**src/rtl/nfc_pkg.sv**
```systemverilog
package nfc_pkg;
   typedef enum logic [1:0] {
      OP_IDLE  = 2'd0,
      OP_READ  = 2'd1,
      OP_PROG  = 2'd2,
      OP_ERASE = 2'd3
   } nfc_op_e;

   localparam logic [7:0] CMD_READ  = 8'h00;
   localparam logic [7:0] CMD_PROG  = 8'h10;
   localparam logic [7:0] CMD_ERASE = 8'hD0;

   localparam int SYNC_LEVEL = 0;
   localparam int SYNC_RISE  = 1;
   localparam int SYNC_FALL  = 2;
endpackage

```
**src/rtl/nfc_strobe_sync.sv**
```systemverilog
module nfc_strobe_sync #(
   parameter int MODE   = 0,
   parameter int STAGES = 2
) (
   input  logic clk,
   input  logic rst_n,
   input  logic raw,
   output logic q
);
   logic [STAGES-1:0] sr;
   logic              lvl;

   if (STAGES < 2) begin : g_bad_stages
      $error("nfc_strobe_sync: STAGES must be at least 2");
   end
   if (MODE < 0 || MODE > 2) begin : g_bad_mode
      $error("nfc_strobe_sync: MODE out of range");
   end

   always_ff @(posedge clk or negedge rst_n) begin
      if (!rst_n) sr <= '1;
      else        sr <= {sr[STAGES-2:0], raw};
   end
   assign lvl = sr[STAGES-1];

   if (MODE == 0) begin : g_level
      assign q = lvl;
   end else begin : g_edge
      logic prv;
      always_ff @(posedge clk or negedge rst_n) begin
         if (!rst_n) prv <= 1'b1;
         else        prv <= lvl;
      end
      if (MODE == 1) begin : g_rise
         assign q = lvl & ~prv;
      end else begin : g_fall
         assign q = ~lvl & prv;
      end
   end
endmodule

```
**src/rtl/nfc_busy_timer.sv**
```systemverilog
module nfc_busy_timer
   import nfc_pkg::*;
#(
   parameter int T_READ       = 30,
   parameter int T_PROG       = 40,
   parameter int T_ERASE      = 50,
   parameter bit CE_DONT_CARE = 1'b0
) (
   input  logic    clk,
   input  logic    rst_n,
   input  logic    start,
   input  nfc_op_e start_op,
   input  logic    ce_low,
   output nfc_op_e op
);
   localparam int TMAX = (T_READ > T_PROG) ? ((T_READ > T_ERASE) ? T_READ : T_ERASE)
                                           : ((T_PROG > T_ERASE) ? T_PROG : T_ERASE);
   localparam int TW   = $clog2(TMAX + 1);

   logic [TW-1:0] cnt, ld;
   logic          abort;

   if (T_READ < 1 || T_PROG < 1 || T_ERASE < 1) begin : g_bad_time
      $error("nfc_busy_timer: busy durations must be at least 1");
   end

   always_comb begin
      case (start_op)
         OP_READ:  ld = TW'(T_READ - 1);
         OP_PROG:  ld = TW'(T_PROG - 1);
         OP_ERASE: ld = TW'(T_ERASE - 1);
         default:  ld = '0;
      endcase
   end

   if (CE_DONT_CARE) begin : g_ce_free
      assign abort = 1'b0;
   end else begin : g_ce_abort
      assign abort = (op == OP_READ) & ~ce_low;
   end

   always_ff @(posedge clk or negedge rst_n) begin
      if (!rst_n) begin
         op  <= OP_IDLE;
         cnt <= '0;
      end else if (start) begin
         op  <= start_op;
         cnt <= ld;
      end else if (op != OP_IDLE) begin
         if (abort || cnt == '0) begin
            op  <= OP_IDLE;
            cnt <= '0;
         end else begin
            cnt <= cnt - 1'b1;
         end
      end
   end
endmodule

```
**src/rtl/nand_cmd_front.sv**
```systemverilog
module nand_cmd_front
   import nfc_pkg::*;
#(
   parameter int DATA_W       = 8,
   parameter int COL_W        = 8,
   parameter int ROW_BYTES    = 2,
   parameter int RECOVERY_CYC = 20,
   parameter int T_READ       = 30,
   parameter int T_PROG       = 40,
   parameter int T_ERASE      = 50,
   parameter bit CE_DONT_CARE = 1'b0
) (
   input  logic                   clk,
   input  logic                   rst_n,
   input  logic                   ce_n,
   input  logic                   cle,
   input  logic                   ale,
   input  logic                   we_n,
   input  logic                   re_n,
   input  logic                   wp_n,
   input  logic [DATA_W-1:0]      io_in,
   output logic                   cmd_stb,
   output logic [7:0]             cmd_code,
   output logic                   addr_stb,
   output logic [COL_W-1:0]       col_addr,
   output logic [8*ROW_BYTES-1:0] row_addr,
   output logic                   din_stb,
   output logic [DATA_W-1:0]      din,
   output logic                   rb_n,
   output logic                   seq_err
);
   localparam int NADDR = 1 + ROW_BYTES;
   localparam int AW    = $clog2(NADDR + 1);
   localparam int RW    = $clog2(RECOVERY_CYC + 1);

   if (DATA_W != 8 && DATA_W != 16) begin : g_bad_width
      $error("nand_cmd_front: DATA_W must be 8 or 16");
   end
   if (COL_W < 8) begin : g_bad_col
      $error("nand_cmd_front: COL_W must be at least 8");
   end
   if (ROW_BYTES < 1 || ROW_BYTES > 4) begin : g_bad_row
      $error("nand_cmd_front: ROW_BYTES must be 1 to 4");
   end
   if (RECOVERY_CYC < 1) begin : g_bad_rec
      $error("nand_cmd_front: RECOVERY_CYC must be at least 1");
   end

   logic          we_rise, re_fall, ce_sync_n;
   logic [RW-1:0] rec_cnt;
   logic          rec_done, idle, accept, step_ok;
   logic          is_cmd, is_addr, is_both;
   logic [AW-1:0] addr_cnt;
   logic          rd_armed;
   logic          start;
   nfc_op_e       start_op, busy_op;

   nfc_strobe_sync #(.MODE(SYNC_RISE),  .STAGES(2)) u_we (.clk(clk), .rst_n(rst_n), .raw(we_n), .q(we_rise));
   nfc_strobe_sync #(.MODE(SYNC_FALL),  .STAGES(2)) u_re (.clk(clk), .rst_n(rst_n), .raw(re_n), .q(re_fall));
   nfc_strobe_sync #(.MODE(SYNC_LEVEL), .STAGES(2)) u_ce (.clk(clk), .rst_n(rst_n), .raw(ce_n), .q(ce_sync_n));

   always_ff @(posedge clk or negedge rst_n) begin
      if (!rst_n)         rec_cnt <= '0;
      else if (!rec_done) rec_cnt <= rec_cnt + 1'b1;
   end
   assign rec_done = (rec_cnt == RW'(RECOVERY_CYC));

   assign idle    = (busy_op == OP_IDLE);
   assign accept  = we_rise & ~ce_sync_n & rec_done & idle;
   assign step_ok = re_fall & ~ce_sync_n & rec_done & idle;
   assign is_both = cle & ale;
   assign is_cmd  = cle & ~ale;
   assign is_addr = ale & ~cle;

   always_comb begin
      start    = 1'b0;
      start_op = OP_IDLE;
      if (accept && is_cmd && wp_n && io_in[7:0] == CMD_PROG) begin
         start    = 1'b1;
         start_op = OP_PROG;
      end else if (accept && is_cmd && wp_n && io_in[7:0] == CMD_ERASE) begin
         start    = 1'b1;
         start_op = OP_ERASE;
      end else if (accept && is_addr && rd_armed && addr_cnt == AW'(NADDR - 1)) begin
         start    = 1'b1;
         start_op = OP_READ;
      end
   end

   always_ff @(posedge clk or negedge rst_n) begin
      if (!rst_n) begin
         cmd_stb  <= 1'b0;
         cmd_code <= '0;
         addr_stb <= 1'b0;
         addr_cnt <= '0;
         rd_armed <= 1'b0;
         row_addr <= '0;
         din_stb  <= 1'b0;
         din      <= '0;
         seq_err  <= 1'b0;
      end else begin
         cmd_stb  <= accept & is_cmd;
         addr_stb <= accept & is_addr;
         din_stb  <= accept & ~cle & ~ale;
         if (accept && is_both) seq_err <= 1'b1;
         if (accept && is_cmd) begin
            cmd_code <= io_in[7:0];
            addr_cnt <= '0;
            rd_armed <= (io_in[7:0] == CMD_READ);
         end
         if (accept && is_addr) begin
            for (int i = 0; i < ROW_BYTES; i++) begin
               if (addr_cnt == AW'(i + 1)) row_addr[8*i +: 8] <= io_in[7:0];
            end
            if (addr_cnt != AW'(NADDR)) addr_cnt <= addr_cnt + 1'b1;
            if (start) rd_armed <= 1'b0;
         end
         if (accept && !cle && !ale) din <= io_in;
      end
   end

   always_ff @(posedge clk or negedge rst_n) begin
      if (!rst_n)                                      col_addr <= '0;
      else if (accept && is_addr && addr_cnt == '0)    col_addr <= COL_W'(io_in[7:0]);
      else if (step_ok)                                col_addr <= col_addr + 1'b1;
   end

   nfc_busy_timer #(
      .T_READ(T_READ), .T_PROG(T_PROG), .T_ERASE(T_ERASE), .CE_DONT_CARE(CE_DONT_CARE)
   ) u_busy (
      .clk(clk), .rst_n(rst_n), .start(start), .start_op(start_op),
      .ce_low(~ce_sync_n), .op(busy_op)
   );

   assign rb_n = (busy_op == OP_IDLE);
endmodule

```
**config.mk**
```make
export PLATFORM = sky130hd
export DESIGN_NAME = nand_cmd_front
export DESIGN_NICKNAME = d
export VERILOG_FILES = /design/src/rtl/nfc_pkg.sv /design/src/rtl/nfc_strobe_sync.sv /design/src/rtl/nfc_busy_timer.sv /design/src/rtl/nand_cmd_front.sv
export SDC_FILE = /design/constraint.sdc
export NUM_CORES = 1
export LEC_CHECK = 0
export BUFFER_PORTS_ARGS = -buffer_cell sky130_fd_sc_hd__buf_2
export CAP_MARGIN = 20
export CORE_ASPECT_RATIO = 1.75
export CORE_UTILIZATION = 55
export DETAILED_ROUTE_END_ITERATION = 8
export GPL_ROUTABILITY_DRIVEN = 0
export PLACE_DENSITY = 0.77
export SKIP_CTS_REPAIR_TIMING = 1
export SYNTH_ARGS = -nofsm -noshare
export SYNTH_HDL_FRONTEND = slang
export SYNTH_HIERARCHICAL = 1
export SYNTH_SLANG_ARGS = --single-unit
```
**constraint.sdc**
```tcl
create_clock -name clk -period 3.4 [get_ports clk]
set_input_delay 1.02 -clock clk [delete_from_list [all_inputs] [get_ports clk]]
set_output_delay 1.02 -clock clk [all_outputs]
set_load 0.03 [all_outputs]
```
==> impl_results.md <==
* Status: completed
* #FFs+latches synth at 68
* Gr usage total at 0.241
* Tcrit/Tclk final at 0.891
* Worst r2r src: rec_cnt[0]
* Min-delay worst type: register to register
* Detail Route Antenna Nets at 0
* Clk Latency, worst-skew pair at 0.35 ns
* Synth unique cells at 46
* Die ar. at 6050 sq um
* Yosys top cell by area: dfrtp_1
* Setup crit start kind: input pin
* First-pass GRT wire length at between 10 and 15 mm
* Number of buffers created by CTS at 9
* N_diodes at 0
* Cells after synthesis at between 200 and 300
* Max Fclk at 330 MHz
* Share of cells above drive strength 1 at 0.409
* Leakage power at approximately 1.8 nW
* Reg2reg end: u_busy/cnt[2]
* Share of the synthesized area in the top cell type at 0.476
* Most frequent cells in the layout: 60 x dfrtp_1, 60 x buf_2, 32 x mux2_2, 16 x inv_1, 14 x nor2_1
* Yosys warns at 6
* Vias at 2274
* Worst vdd ir at 0.533 mV
* WL per Instance at between 15 and 20 um
* DRT Pass-1 Iters at 4
* Synth Flop Type: dfrtp_1
* Total gr overflow at 0
* Clock skew at 0.0123 ns
* Hold Path Stages at 0
* Layout area overhead at 21.0%
* Ports at 61
* Pwr/cell area at 676 nW/um^2
* Worst-Margin Slew at roughly 0.7 ns
* Root Driver: clkbuf_8
* Max_slew headroom at 0.527
* Clock Path Buffers at 2
* Critical Path End Type: register
* RSZ-0062 raised after global routing: false
* Die Width at slightly below 60 um
* Core area at 5540 sq um
* Hold_sp: u_we/sr[0]
* Final Hold Viols at 0
* Largest net degree at the start of global routing at 38
* Dpl hpwl at 4.81 mm
* 1st-iter DRT viols at 78
* Placed cell area at 3620 sq um
* FF-to-FF path depth at 10
* Data required time of the critical path at 3.62 ns
* Initial antenna violation count at 0
* Top cells by area, synth: dfrtp_1 48%, mux2_2 11%, dfstp_2 6.7%
* Number of synthesized flops with an enable pin at 0
* Maxcap violations at 0
* Critical Path Fanout Max at 9
* WP data arrival at 3.25 ns
* # DRC at 0
* Register area share after synthesis at 0.543
* Routed WL at 6.54 mm
* Worst R2R Setup Slack at 0.58 ns
* Vias/cell at 5.47
* Hold Path Sink: u_we/sr[1]
* Clock slew at reported path FFs at around 0.07 ns
* Total clock sinks at 68
* Vias in the first global route at 2274
* Row cnt at 36
* Power Total at around 2.6 mW
* Pins Over Slew Limit at 0
* TritonCTS clock tree: built
* Setup TNS at 0 ns
* Syn_nets at 288
* Mapped Area at 3150 sq um
* Ys async rst share at 1.00
* Tmin final at 3.03 ns
* Syn Area/Cell at 12.2 sq um
* Crit Path Category: input pin to register
* Final setup fails at 0
* CTS H-Tree Depth at 3
* Die height at 102 um
* PortBufs at 60
* Layout Nets at 364
* Initial Util at 0.569
* Fin area at 3820 sq um
## synth_stat cells (5+ instances only)
library cell	n
nor3_1	7
dfrtp_1	60
nand3_1	6
nand4_1	5
a21oi_1	9
nor4_1	5
o21ai_0	7
mux2_2	32
ha_1	13
dfstp_2	8
nand2_1	13
xnor2_1	8
inv_1	16
nor2_1	14
## where the power goes
part | switching, mW | total (mW) | internal, mW
logic | 0.495 | 0.800 | 0.305
registers | 0.150 | 1.13 | 0.977
clock network | 0.296 | 0.654 | 0.358
total | 0.941 | 2.58 | 1.64
## layer usage
metal / up-vias / share of wire / global-route usage
met5: - / 0 / 0
met4: 0 / 0.017 / 0.115
met2: 81 / 0.54 / 0.411
li1: 1072 / - / -
met3: 10 / 0.055 / 0.0722
met1: 1111 / 0.39 / 0.269
## worst max path at each step
stage / startpoint / end / slack [ns] / cells past startpoint
2_1_floorplan: ale / u_busy/cnt[2] / 0.28 / 8
3_3_place_gp: io_in[0] / u_busy/cnt[3] / -0.009 / 8
3_5_place_dp: io_in[0] / u_busy/cnt[2] / -0.1 / 8
4_1_cts: io_in[2] / u_busy/cnt[2] / 0.21 / 8
5_1_grt: ale / u_busy/cnt[2] / 0.25 / 8
6_report: ale / u_busy/cnt[2] / 0.37 / 8
## worst max-delay path: stages
cell and delay [ns]:
buf_2 0.16, or4b_1 0.52, nor4_4 0.29, nand2_1 0.14, o21ai_1 0.33, or3_1 0.31, o21ai_0 0.15, a221o_1 0.31
## layout make-up
type                    count  area, sq um
multi-input cells         168         1350
repair buffers             72          403
clock buffers              12          145
inverters                  16         60.1
fillers                   415         1720
clock inverters             4         50.0
well taps                  76         95.1
flip-flops and latches     68         1710
## through the flow
step | instances | worst slack, ns | hold slack [ns] | util
2_1_floorplan | 259 | 0.275 | 0.345 | -
3_3_place_gp | 400 | -0.00872 | 0.346 | 0.654
3_5_place_dp | 400 | -0.0979 | 0.352 | 0.654
4_1_cts | 416 | 0.208 | 0.366 | 0.689
5_1_grt | 416 | 0.250 | 0.373 | 0.689
6_report | 416 | 0.372 | 0.365 | 0.689
## flip-flops by register name (all words and copies together), names as in the netlist
| signal | flops |
|---|---|
| din_stb | 1 |
| u_ce/sr | 2 |
| row_addr | 16 |
| addr_stb | 1 |
| cmd_code | 8 |
| col_addr | 8 |
| rec_cnt | 5 |
| u_re/g_edge.prv | 1 |
| u_we/sr | 2 |
| u_busy/op | 2 |
| cmd_stb | 1 |
| seq_err | 1 |
| u_busy/cnt | 6 |
| din | 8 |
| u_re/sr | 2 |
| rd_armed | 1 |
| u_we/g_edge.prv | 1 |
| addr_cnt | 2 |
## logic make-up after synthesis
logic type / share of synthesized area
adders and majority gates: 0.0516
AOI/OAI and AO/OA: 0.0730
buffers and inverters: 0.0286
DFF: 0.543
and+or+nand+nor: 0.153
muxes: 0.121
xor gates and xnor gates: 0.0305
Note: power is estimated with default switching activity, not from simulation.
